--- src/rtl/intc_pkg.sv ---
package intc_pkg;
  localparam int PRIO_W = 4;
  localparam int ADDR_W = 8;
  localparam int DATA_W = 32;
  localparam logic [7:0] UMASK_KEY = 8'hA5;
  localparam logic [ADDR_W-1:0] PRIO_BASE  = 8'h00;
  localparam logic [ADDR_W-1:0] MSET_BASE  = 8'h40;
  localparam logic [ADDR_W-1:0] MCLR_BASE  = 8'h60;
  localparam logic [ADDR_W-1:0] UMASK_ADDR = 8'h80;
  localparam int SLOT = 4;
endpackage

--- src/rtl/intc_regs.sv ---
module intc_regs
  import intc_pkg::*;
#(
  parameter int N_SRC = 16
) (
  input  logic                      clk_i,
  input  logic                      rst_ni,
  input  logic [ADDR_W-1:0]         addr_i,
  input  logic [DATA_W-1:0]         wdata_i,
  input  logic                      we_i,
  output logic [DATA_W-1:0]         rdata_o,
  output logic [N_SRC*PRIO_W-1:0]   prio_o,
  output logic [N_SRC-1:0]          mask_o,
  output logic [PRIO_W-1:0]         umask_o
);
  localparam int N_PREG = N_SRC / 4;
  localparam int N_MREG = N_SRC / 8;

  logic [N_SRC*PRIO_W-1:0] prio_q;
  logic [N_SRC-1:0]        mask_q;
  logic [PRIO_W-1:0]       umask_q;

  for (genvar k = 0; k < N_PREG; k++) begin : g_prio
    localparam logic [ADDR_W-1:0] A = ADDR_W'(PRIO_BASE + SLOT*k);
    always_ff @(posedge clk_i or negedge rst_ni) begin
      if (!rst_ni) prio_q[k*16 +: 16] <= '0;
      else if (we_i && addr_i == A) prio_q[k*16 +: 16] <= wdata_i[15:0];
    end
  end

  for (genvar m = 0; m < N_MREG; m++) begin : g_mask
    localparam logic [ADDR_W-1:0] AS = ADDR_W'(MSET_BASE + SLOT*m);
    localparam logic [ADDR_W-1:0] AC = ADDR_W'(MCLR_BASE + SLOT*m);
    logic [7:0] set_b, clr_b;
    assign set_b = (we_i && addr_i == AS) ? wdata_i[7:0] : 8'h00;
    assign clr_b = (we_i && addr_i == AC) ? wdata_i[7:0] : 8'h00;
    always_ff @(posedge clk_i or negedge rst_ni) begin
      if (!rst_ni) mask_q[m*8 +: 8] <= 8'hFF;
      else mask_q[m*8 +: 8] <= (mask_q[m*8 +: 8] | set_b) & ~clr_b;
    end
  end

  // keyed write: top byte must carry the key
  always_ff @(posedge clk_i or negedge rst_ni) begin
    if (!rst_ni) umask_q <= '0;
    else if (we_i && addr_i == UMASK_ADDR && wdata_i[31:24] == UMASK_KEY)
      umask_q <= wdata_i[PRIO_W-1:0];
  end

  always_comb begin
    rdata_o = '0;
    for (int k = 0; k < N_PREG; k++)
      if (addr_i == ADDR_W'(PRIO_BASE + SLOT*k)) rdata_o[15:0] = prio_q[k*16 +: 16];
    for (int m = 0; m < N_MREG; m++)
      if (addr_i == ADDR_W'(MSET_BASE + SLOT*m)) rdata_o[7:0] = mask_q[m*8 +: 8];
    if (addr_i == UMASK_ADDR) rdata_o[PRIO_W-1:0] = umask_q;
  end

  assign prio_o  = prio_q;
  assign mask_o  = mask_q;
  assign umask_o = umask_q;
endmodule

--- src/rtl/intc_arbiter.sv ---
module intc_arbiter
  import intc_pkg::*;
#(
  parameter int N_SRC = 16,
  localparam int SRC_W = $clog2(N_SRC)
) (
  input  logic [N_SRC-1:0]        pend_i,
  input  logic [N_SRC-1:0]        mask_i,
  input  logic [N_SRC*PRIO_W-1:0] prio_i,
  input  logic [PRIO_W-1:0]       umask_i,
  output logic                    any_o,
  output logic [PRIO_W-1:0]       lvl_o,
  output logic [SRC_W-1:0]        idx_o
);
  logic [N_SRC-1:0] elig;

  for (genvar i = 0; i < N_SRC; i++) begin : g_elig
    assign elig[i] = pend_i[i] && !mask_i[i] && (prio_i[i*PRIO_W +: PRIO_W] > umask_i);
  end

  // strict compare keeps the lowest index on ties
  always_comb begin
    lvl_o = '0;
    idx_o = '0;
    for (int i = 0; i < N_SRC; i++) begin
      if (elig[i] && prio_i[i*PRIO_W +: PRIO_W] > lvl_o) begin
        lvl_o = prio_i[i*PRIO_W +: PRIO_W];
        idx_o = SRC_W'(i);
      end
    end
    any_o = |elig;
  end
endmodule

--- src/rtl/intc_top.sv ---
module intc_top
  import intc_pkg::*;
#(
  parameter int N_SRC = 16,
  localparam int SRC_W = $clog2(N_SRC)
) (
  input  logic                clk_i,
  input  logic                rst_ni,
  input  logic [N_SRC-1:0]    irq_i,
  input  logic [ADDR_W-1:0]   addr_i,
  input  logic [DATA_W-1:0]   wdata_i,
  input  logic                we_i,
  output logic [DATA_W-1:0]   rdata_o,
  output logic                irq_req_o,
  output logic [PRIO_W-1:0]   irq_level_o,
  output logic [SRC_W-1:0]    irq_src_o
);
  logic [N_SRC*PRIO_W-1:0] prio_w;
  logic [N_SRC-1:0]        mask_w;
  logic [PRIO_W-1:0]       umask_w;
  logic                    any_d;
  logic [PRIO_W-1:0]       lvl_d;
  logic [SRC_W-1:0]        idx_d;

  intc_regs #(.N_SRC(N_SRC)) u_regs (
    .clk_i(clk_i), .rst_ni(rst_ni), .addr_i(addr_i), .wdata_i(wdata_i),
    .we_i(we_i), .rdata_o(rdata_o), .prio_o(prio_w), .mask_o(mask_w),
    .umask_o(umask_w)
  );

  intc_arbiter #(.N_SRC(N_SRC)) u_arb (
    .pend_i(irq_i), .mask_i(mask_w), .prio_i(prio_w), .umask_i(umask_w),
    .any_o(any_d), .lvl_o(lvl_d), .idx_o(idx_d)
  );

  always_ff @(posedge clk_i or negedge rst_ni) begin
    if (!rst_ni) begin
      irq_req_o   <= 1'b0;
      irq_level_o <= '0;
      irq_src_o   <= '0;
    end else begin
      irq_req_o   <= any_d;
      irq_level_o <= lvl_d;
      irq_src_o   <= idx_d;
    end
  end
endmodule

--- config.mk ---
export PLATFORM = sky130hd
export DESIGN_NAME = intc_top
export DESIGN_NICKNAME = d
export VERILOG_FILES = /design/src/rtl/intc_pkg.sv /design/src/rtl/intc_regs.sv /design/src/rtl/intc_arbiter.sv /design/src/rtl/intc_top.sv
export SDC_FILE = /design/constraint.sdc
export NUM_CORES = 1
export LEC_CHECK = 0
export BUFFER_PORTS_ARGS = -buffer_cell sky130_fd_sc_hd__clkbuf_2
export CORE_MARGIN = 2
export CORE_UTILIZATION = 28
export CTS_BUF_LIST = sky130_fd_sc_hd__clkbuf_4 sky130_fd_sc_hd__clkbuf_8 sky130_fd_sc_hd__clkbuf_16
export CTS_CLUSTER_SIZE = 14
export DETAILED_ROUTE_END_ITERATION = 10
export GPL_ROUTABILITY_DRIVEN = 0
export GPL_TIMING_DRIVEN = 1
export PLACE_DENSITY_LB_ADDON = 0.12
export SETUP_SLACK_MARGIN = 0.2
export SLEW_MARGIN = 25
export SYNTH_ARGS = -nofsm -noshare
export SYNTH_HDL_FRONTEND = slang
export SYNTH_SLANG_ARGS = --single-unit
export TNS_END_PERCENT = 100
--- constraint.sdc ---
create_clock -name clk_i -period 37.5 [get_ports clk_i]
set_input_delay 1.875 -clock clk_i [delete_from_list [all_inputs] [get_ports clk_i]]
set_output_delay 1.875 -clock clk_i [all_outputs]
set_load 0.1 [all_outputs]
## After elaboration in Yosys (flattened, before gate mapping)

Index checks and enable logic that the tools add are counted.

| storage, ports and cells | value |
|---|---|
| flip-flop bits (word level) | 93 |
| bits in latches | 0 |
| memory bits (writable) | 0 |
| bits in read-only memories | 0 |
| input port bits | 59 |
| output and inout bits | 41 |
| logic and storage cells | 175 |
| memories kept | 0 |

| cells by class | value |
|---|---|
| add/sub/neg operators | 0 |
| multiply operators | 0 |
| divide/modulo/power cells | 0 |
| order comparisons | 32 |
| eq/ne operators | 9 |
| shift-type cells | 0 |
| muxes and demuxes | 42 |
| bitwise gates (word level) | 6 |
| reduce and logical (&&, ||, !) cells | 76 |

Operator list:

| operator | count |
|---|---|
| greater-than comparator 4 bit | 31 |
| 2-to-1 mux 4 bit | 25 |
| 2-to-1 mux 16 bit | 4 |
| logical AND 1 bit | 58 |
| 2-to-1 mux 8 bit | 6 |
| == test 8 x 7 -> 1 bit (second input constant) | 4 |
| bitwise AND 8 bit | 2 |
| == test 8 x 4 -> 1 bit (second input constant) | 2 |
| == test 8 bit (second input constant) | 2 |
| zero test 1 bit | 16 |
| NOT 8 bit | 2 |
| bitwise OR 8 bit | 2 |
| OR reduction 16 bit | 1 |
| 2-to-1 mux 3 bit | 4 |
| == test 8 x 3 -> 1 bit (second input constant) | 1 |
| zero test 8 bit | 1 |
| greater-than comparator 4 x 1 -> 1 bit (second input constant) | 1 |
| 2-to-1 mux 2 bit | 2 |
| 2-to-1 mux 1 bit | 1 |

## Longest topological paths before layout

Gate-level depths: netlist of run 1.

| logic depth | value |
|---|---|
| depth after elaboration | 50 |
| mapped depth | 147 |

## By module

From an unflattened synthesis of run 1, not the netlist that was laid out.

| unflattened totals | value |
|---|---|
| cells, all modules | 954 |
| area total of the unflattened synthesis | 9,132.5 um2 |

By module, submodules not included:

| module | instances | cells each | area each (um2) | seq. area each (um2) |
|---|---|---|---|---|
| intc_arbiter | 1 | 616 | 4,699.5 | 0.0 |
| intc_regs | 1 | 329 | 4,207.8 | 2,122.0 |
| intc_top | 1 | 9 | 225.2 | 225.2 |

## Worst setup path before layout of run 1

No wires, ideal clock.

| timing | value |
|---|---|
| path type | input to register |
| from | input port irq_i[0] |
| to | register irq_src_o[3] |
| data arrival time | 25.929 ns |
| required time | 37.373 ns |
| setup slack | 11.444 ns |
| stages on the path | 126 |
| path through | nor4bb_1 > nand2_1 > ha_1 > nor2b_1 > o211a_1 > o21ai_1 > nor2_1 > o21ai_0 > inv_1 > ha_1 > nor2b_1 > or2_1 > maj3_1 > a41oi_1 > a21oi_1 > nand2_1 > nor2_1 > a21oi_1 > [90 not listed] > ha_1 > nor2b_1 > o21a_1 > o21a_1 > o21ai_0 > nor3_1 > mux2_2 > ha_1 > nor2b_1 > o21ai_0 > nand2b_1 > a21oi_1 > a41oi_1 > and2_1 > clkbuf_1 > or2_2 > nor3_1 > nand2_1 |

| between the ends | value |
|---|---|
| cells in the longest elaborated chain, start to end | 49 |

Ends and longest elaborated chain:

| element | RTL line | source |
|---|---|---|
| from (decl) | intc_top.sv:9 | `input logic [N_SRC-1:0] irq_i,` |
| logical AND 1 bit (*) (2 in a row) | intc_arbiter.sv:18 | `assign elig[i] = pend_i[i] && !mask_i[i] && (prio_i[i*PRIO_W +: PRIO_W] > umask_i);` |
| logical AND 1 bit (*) | intc_arbiter.sv:26 | `if (elig[i] && prio_i[i*PRIO_W +: PRIO_W] > lvl_o) begin` |
| 2-to-1 mux 4 bit (*) | intc_arbiter.sv:26 |  |
| greater-than comparator 4 bit | intc_arbiter.sv:26 |  |
| logical AND 1 bit | intc_arbiter.sv:26 |  |
| 2-to-1 mux 4 bit (*) | intc_arbiter.sv:26 |  |
| greater-than comparator 4 bit | intc_arbiter.sv:26 |  |
| logical AND 1 bit | intc_arbiter.sv:26 |  |
| [33 not listed] | n/a |  |
| 2-to-1 mux 4 bit | intc_arbiter.sv:26 |  |
| greater-than comparator 4 bit | intc_arbiter.sv:26 |  |
| logical AND 1 bit | intc_arbiter.sv:26 |  |
| 2-to-1 mux 4 bit | intc_arbiter.sv:26 |  |
| greater-than comparator 4 bit | intc_arbiter.sv:26 |  |
| logical AND 1 bit | intc_arbiter.sv:26 |  |
| 2-to-1 mux 4 bit (*) | intc_arbiter.sv:26 |  |
| via idx_d[3] | intc_top.sv:23 | `logic [SRC_W-1:0] idx_d;` |
| to (signal assigned) | intc_top.sv:44 | `irq_src_o <= idx_d;` |
| to (decl) | intc_top.sv:16 | `output logic [SRC_W-1:0] irq_src_o` |

Mark *: on every way through the listed nets, which the timed path passes. The rest lies on a longest branch.
A chain may end at the register's enable or synchronous reset.

## Final worst setup path of run 1

| timing | value |
|---|---|
| from | input port irq_i[0] |
| to | register irq_src_o[2] |

| between the ends | value |
|---|---|
| cells in the longest elaborated chain, start to end | 49 |

Ends and longest elaborated chain:

| element | RTL line |
|---|---|
| logical AND 1 bit (*) (2 in a row) | intc_arbiter.sv:18 |
| logical AND 1 bit (*) | intc_arbiter.sv:26 |
| 2-to-1 mux 4 bit (*) | intc_arbiter.sv:26 |
| greater-than comparator 4 bit | intc_arbiter.sv:26 |
| logical AND 1 bit | intc_arbiter.sv:26 |
| 2-to-1 mux 4 bit (*) | intc_arbiter.sv:26 |
| greater-than comparator 4 bit | intc_arbiter.sv:26 |
| logical AND 1 bit | intc_arbiter.sv:26 |
| [33 not listed] | n/a |
| 2-to-1 mux 4 bit | intc_arbiter.sv:26 |
| greater-than comparator 4 bit | intc_arbiter.sv:26 |
| logical AND 1 bit | intc_arbiter.sv:26 |
| 2-to-1 mux 4 bit | intc_arbiter.sv:26 |
| greater-than comparator 4 bit | intc_arbiter.sv:26 |
| logical AND 1 bit | intc_arbiter.sv:26 |
| 2-to-1 mux 4 bit (*) | intc_arbiter.sv:26 |
| via idx_d[2] | intc_top.sv:23 |

Marks and branches as above.

==> flow_summary_export.csv, run 1 <==
group,metric,value,unit
clock_network,cts_tree,"yes",
sta,tns,0,ns
critical_path,setup.worst_path.start,"irq_i[0]",
sta,slew_headroom,40.16,%
synth,syn_inst,987,
pwr,p_leak,4.731,nW
routing,wl_met3,868,µm
sta,hold_viol_final,0,
clock_network,clock_latency,0.35,ns
critical_path,r2r_end,"irq_src_o[2]",
grt,grt_pass1_wl,46770,µm
critical_path,cp_slowest_cell,"nor3_1",
sta,fin_crit,30.01,ns
clock_network,cts.htree.levels,3,
place,placed_area,0.009708,mm²
routing,via_per_inst,5.284,
grt,antenna_found_initial,1,
clock_network,cts_resized,0,
sta,rsz0062_at_grt,"false",
sta,final.period_utilization,80.02,%
routing,met1Wirelength,15360,µm
place,port_buffers,75,
cells_and_area,area_delta_synth_final,12.54,%
critical_path,crit_path_frequent_cell,"ha_1",
synth,syn_area_per_cell,9.060,µm²
synth,synth_edf_count,0,
routing,ant_nets,0,
sta,setup_slack,7.494,ns
routing,top_layer,"met4",
floorplanning,dieWidth,182.7,µm
synth,ys.flop_type,"dfrtp_1",
place,place_inst,1443,
cells_and_area,finalNonFillerCells,1460,
floorplanning,initial_core_util,28.41,%
outcome,status,"finished clean",
sta,setup_viol,0,
synth,ys_types,87,
grt,track_usage,18.56,%
synth,ys_warn_count,0,
clock_network,path_clk_slew,0.07,ns
cells_and_area,drive_gt1_share,21.64,%
grt,grt_max_degree,71,
clock_network,postCtsSetupBuffers,0,
critical_path,start_kind,"primary input",
routing,wl_met2,13910,µm
grt,gr-total-overflow,0,
routing,drc,0,
clock_network,clk_path_buf_depth,2,
sta,fmax,0.03333,GHz
critical_path,endpoint,"irq_src_o[2]",
floorplanning,core_area,0.03147,mm²
place,pre_cts_ws,7.361,ns
routing,first_pass_iters,7,
routing,wire_per_inst,20.97,µm
synth,yosysSeqAreaShare,26.25,%
critical_path,r2r_start,"u_regs.prio_o[1]",
critical_path,crit_path_end_kind,"flip-flop",
sta,worst_pin_slew,0.8907,ns
critical_path,worstPathMaxFanout,9,
critical_path,worstPathArrival,30.23,ns
clock_network,clock-sinks,93,
floorplanning,die_y,182.7,µm
cells_and_area,nets,1224,
synth,async_flop_share,100.0,%
cells_and_area,fin_area,0.01006,mm²
critical_path,rrSetupSlack,7.89,ns
cells_and_area,layout_commonest_cell,"ha_1",
floorplanning,core.rowCount,65,
pwr,power_density,25.99,mW/mm²
critical_path,worstSetupPathType,"in -> reg",
synth,netlist_area,0.008942,mm²
sta,finalClockSkew,0.01015,ns
cells_and_area,diodes,0,
routing,drt_first_iter_violations,491,
clock_network,postCtsHoldBufs,0,
pwr,finalPower,0.0002616,W
floorplanning,dieArea,0.03338,mm²
critical_path,crit_path_max_incr_delay,0.69,ns
clock_network,numCtsBuffers,9,
job,cap_violations,0,
grt,grt_pass1_vias,7467,
place,dp_hpwl,24440,µm
cells_and_area,mostFrequentLayoutCells,"ha_1, mux2_2, dfrtp_1",
critical_path,required,37.72,ns
routing,wirelength,30620,µm
synth,synth_seq_cells,93,
sta,slew_violations,0,
hold_path,hold_path_class,"reg -> reg",
critical_path,ff2ff_path_depth,129,
pwr,peakVddDrop,0.00002575,V
floorplanning,pin_count,100,
clock_network,cts-root-buf,"clkbuf_16",
routing,num_vias,7715,
-- cells in the mapped netlist (6+ instances only) --
library cell,number,area [µm²]
clkbuf_1,21,78.83
ha_1,112,1401
nor2_1,54,202.7
o21a_1,23,172.7
nand3b_1,10,75.07
o2111ai_1,6,52.55
o21ai_1,7,35.03
dfrtp_1,77,1927
a21oi_1,76,380.4
nand2b_1,17,106.4
a22oi_1,24,180.2
nand3_1,22,110.1
inv_1,68,255.2
buf_4,16,120.1
and3_1,11,68.82
or3_1,6,37.54
and2_1,12,75.07
nor3_1,11,55.05
o21ai_0,51,255.2
mux2_2,85,957.2
a21o_1,15,112.6
nand2_1,53,198.9
nor2b_1,26,162.7
mux2i_1,20,200.2
o211ai_1,7,52.55
nand4_1,26,162.7
dfstp_2,16,420.4
-- kinds of logic (layout without fill, tap and decap cells) --
| family | Yosys count | in the layout | share of synthesized area (%) |
|---|---|---|---|
| compound gates | 276 | 276 | 21.62 |
| simple gates | 274 | 274 | 16.47 |
| fa+ha+maj | 117 | 117 | 16.23 |
| buf+inv | 113 | 169 | 5.485 |
| mux | 108 | 108 | 13.42 |
| flops | 93 | 93 | 26.25 |
| xor+xnor | 5 | 5 | 0.4898 |
| other cells | 1 | 16 | 0.04194 |
-- registers in the layout, summed over array words and instances (netlist names) --
register and cells:
u_regs.mask_o 16, irq_req_o 1, u_regs.umask_o 4, u_regs.prio_o 64, irq_level_o 4, irq_src_o 4
-- layout make-up --
type | count | area, µm²
Clock buffer | 9 | 225.2
Clock inverter | 7 | 102.6
Timing Repair Buffer | 84 | 465.4
Multi-Input combinational cell | 796 | 6161
Fill cell | 3333 | 21410
Tap cell | 402 | 503.0
Inverter | 69 | 259.0
Sequential cell | 93 | 2347
-- worst max-delay path: cells and delay by family --
kind                       cells  cell delay [ns]
AOI/OAI and AO/OA             48            10.28
adders and majority gates     19             5.33
buffers and inverters         10             0.69
muxes                         11             3.78
and+or+nand+nor               38             8.27
-- through the flow --
stage | utilization, % | hold slack (ns)
global placement | 30.84 | 0.5127
CTS | 31.89 | 0.5387
floorplan | - | 0.4964
finish | 31.97 | 0.5379
global route | 31.97 | 0.5533
detailed placement | 30.84 | 0.5228
-- metal layers --
layer | vias up | track usage [%]
met5 | - | 0
met3 | 24 | 1.616
li1 | 3791 | -
met2 | 149 | 29.72
met1 | 3751 | 27.00
met4 | 0 | 4.226
-- power by group --
group	switching [W]	total, W	internal, W
logic	0.0000287	0.0000452	0.0000164
clock network	0.0000436	0.000103	0.0000596
registers	0.00000819	0.000113	0.000105
total	0.0000805	0.000262	0.000181
-- how the worst min path moves through the flow --
stage,depth (start not counted),endpoint,slack [ns],startpoint
floorplan,1,u_regs.prio_o[36],0.50,u_regs.prio_o[36]
global placement,1,u_regs.prio_o[40],0.51,u_regs.prio_o[40]
detailed placement,1,u_regs.prio_o[4],0.52,u_regs.prio_o[4]
CTS,2,u_regs.mask_o[6],0.54,u_regs.mask_o[6]
global route,1,u_regs.prio_o[40],0.55,u_regs.prio_o[40]
finish,2,u_regs.mask_o[6],0.54,u_regs.mask_o[6]
No activity file was read; power rests on OpenSTA's default activity.
==> inputs of run 2 (changes only) <==
==> constraint.sdc (replaced) <==
create_clock -name clk_i -period 31 [get_ports clk_i]
set_input_delay 1.55 -clock clk_i [delete_from_list [all_inputs] [get_ports clk_i]]
set_output_delay 1.55 -clock clk_i [all_outputs]
set_load 0.1 [all_outputs]
==> run 2 against run 1 <==
Sequential share of layout area is essentially flat. Largest cell class unchanged. Critical path depth grew 2. Die area is the same. Cell count is essentially flat. Clock-buffer cell count is the same. Worst hold slack lost 0.0019 ns. Core utilization shrank 0.068 points. Wire length grew 0.14%. Final area shrank 0.21%. Global-route usage grew 0.13 points. Power grew 16%.
==> flow_summary_export.csv, run 2 (synthesized netlist as in run 1, its figures left out) <==
group,metric,value,unit
outcome,status,"finished clean",
hold_path,hold_end,"u_regs.mask_o[4]",
critical_path,cp_slowest_cell,"a311oi_2",
routing,via_per_inst,5.330,
clock_network,numCtsBuffers,9,
critical_path,r2r_start,"u_regs.prio_o[1]",
clock_network,cts_tree,"yes",
sta,fin_crit,28.33,ns
floorplanning,dieWidth,182.7,µm
clock_network,clock_latency,0.36,ns
critical_path,r2r_end,"irq_src_o[3]",
sta,setup_viol,0,
critical_path,crit_path_max_incr_delay,0.49,ns
cells_and_area,drive_gt1_share,22.33,%
pwr,p_seq_share,45.2,%
sta,worst_pin_slew,0.8682,ns
routing,drc,0,
floorplanning,pin_count,100,
pwr,pwr-share-comb,18.0,%
clock_network,path_clk_slew,0.08,ns
sta,hold_viol_final,0,
clock_network,cts.htree.levels,3,
cells_and_area,area_delta_synth_final,12.30,%
hold_path,hold_depth,2,
grt,grt_pass1_vias,7609,
routing,first_pass_iters,5,
critical_path,rrSetupSlack,2.74,ns
critical_path,required,31.23,ns
grt,track_usage,18.69,%
floorplanning,initial_core_util,28.41,%
pwr,p_sw,0.0001003,W
floorplanning,core.rowCount,65,
grt,grt_pass1_wl,46950,µm
pwr,p_int,0.0002029,W
critical_path,start_kind,"primary input",
sta,hold_slack,0.5360,ns
floorplanning,die_y,182.7,µm
grt,gr-total-overflow,0,
routing,wire_per_inst,21.01,µm
critical_path,crit_path_frequent_cell,"ha_1",
routing,ant_nets,0,
routing,wirelength,30660,µm
routing,drt_first_iter_violations,559,
grt,grt_max_degree,76,
critical_path,ff2ff_path_depth,131,
pwr,power_density,30.20,mW/mm²
place,dp_hpwl,24280,µm
pwr,finalPower,0.0003032,W
routing,num_vias,7777,
cells_and_area,nets,1223,
sta,fmax,0.03529,GHz
grt,antenna_found_initial,2,
cells_and_area,diodes,0,
hold_path,hp-start,"u_regs.mask_o[4]",
floorplanning,core_area,0.03147,mm²
sta,rsz0062_at_grt,"false",
critical_path,worstPathArrival,28.56,ns
sta,finalClockSkew,0.008772,ns
clock_network,clk_path_buf_depth,2,
pwr,pwr-share-clk,36.8,%
cells_and_area,layout_commonest_cell,"ha_1",
pwr,peakVddDrop,0.00003094,V
cells_and_area,largest_register_ffs,64,
critical_path,worstPathMaxFanout,9,
clock_network,clock-sinks,93,
place,port_buffers,75,
sta,tns,0,ns
critical_path,worstSetupPathType,"in -> reg",
sta,slew_violations,0,
critical_path,crit_path_end_kind,"flip-flop",
job,cap_violations,0,
hold_path,hold_path_class,"reg -> reg",
cells_and_area,mostFrequentLayoutCells,"ha_1, mux2_2, dfrtp_1",
pwr,p_leak,4.703,nW
pwr,swShare,33.08,%
sta,slew_headroom,41.96,%
clock_network,cts-root-buf,"clkbuf_16",
sta,final.period_utilization,91.40,%
floorplanning,dieArea,0.03338,mm²
[run 2: changes by cell type in the layout (fill, tap and decap cells not counted), sizes merged]
cell,before,now
bufinv,2,0
clkinvlp,0,2
buf,10,9
[run 2: layer usage]
layer	share of wire [%]	track usage [%]
met1	50	27.26
met4	1.8	4.452
met2	45	29.25
met3	2.9	2.315
met5	0	0
[run 2: critical path: cells and delay by family]
kind | cells | cell delay, ns
AOI/OAI and AO/OA | 50 | 10.60
adders and majority gates | 19 | 5.44
buffers and inverters | 10 | 0.69
muxes | 11 | 3.48
and+or+nand+nor | 38 | 6.75
[run 2: how the worst max path moves through the flow]
stage                           from      endpoint  slack, ns  cells after the start
floorplan                   irq_i[0]  irq_src_o[3]       5.27                    126
global placement            irq_i[0]  irq_src_o[3]       0.94                    127
detailed placement          irq_i[0]  irq_src_o[3]       1.16                    127
CTS                         irq_i[0]  irq_src_o[3]       1.45                    129
global route        u_regs.prio_o[1]  irq_src_o[3]       0.22                    134
finish                      irq_i[0]  irq_src_o[3]       2.67                    128
[run 2: power by group through the flow]
stage          Sequential (W)  Combinational [W]  Clock [W]
2_1_floorplan        0.000133          0.0000417          0
3_3_place_gp         0.000139          0.0000542          0
3_5_place_dp         0.000139          0.0000542          0
4_1_cts              0.000137          0.0000545   0.000114
5_1_grt              0.000138          0.0000608   0.000119
6_report             0.000137          0.0000545   0.000112
[run 2: what timing repair did]
item                                    4_1_cts  5_1_grt
endpoints found under the setup margin        0        8
hold buffers                                  0        0
setup buffers                                 0        0
endpoints found under the hold margin         0        0
gates resized for setup                       0        9
[run 2: cell type report]
cell class              count  area, µm²
multi-input cells         796       6202
well taps                 402      503.0
fillers                  3297      21430
clock inverters             7      63.81
repair buffers             83      441.7
flip-flops and latches     93       2347
inverters                  69      259.0
clock buffers               9      225.2
[run 2: per-stage QoR]
stage                     utilization (%)  instance area (µm²)  worst slack, ns  cells
after CTS                           31.76                 9997            1.449   1459
after floorplan                         -                 8999            5.269   1002
final                               31.91                10040            2.666   1459
after global routing                31.91                10040           0.2180   1459
after detailed placement            30.84                 9708            1.161   1443
after global placement              30.84                 9708           0.9396   1443
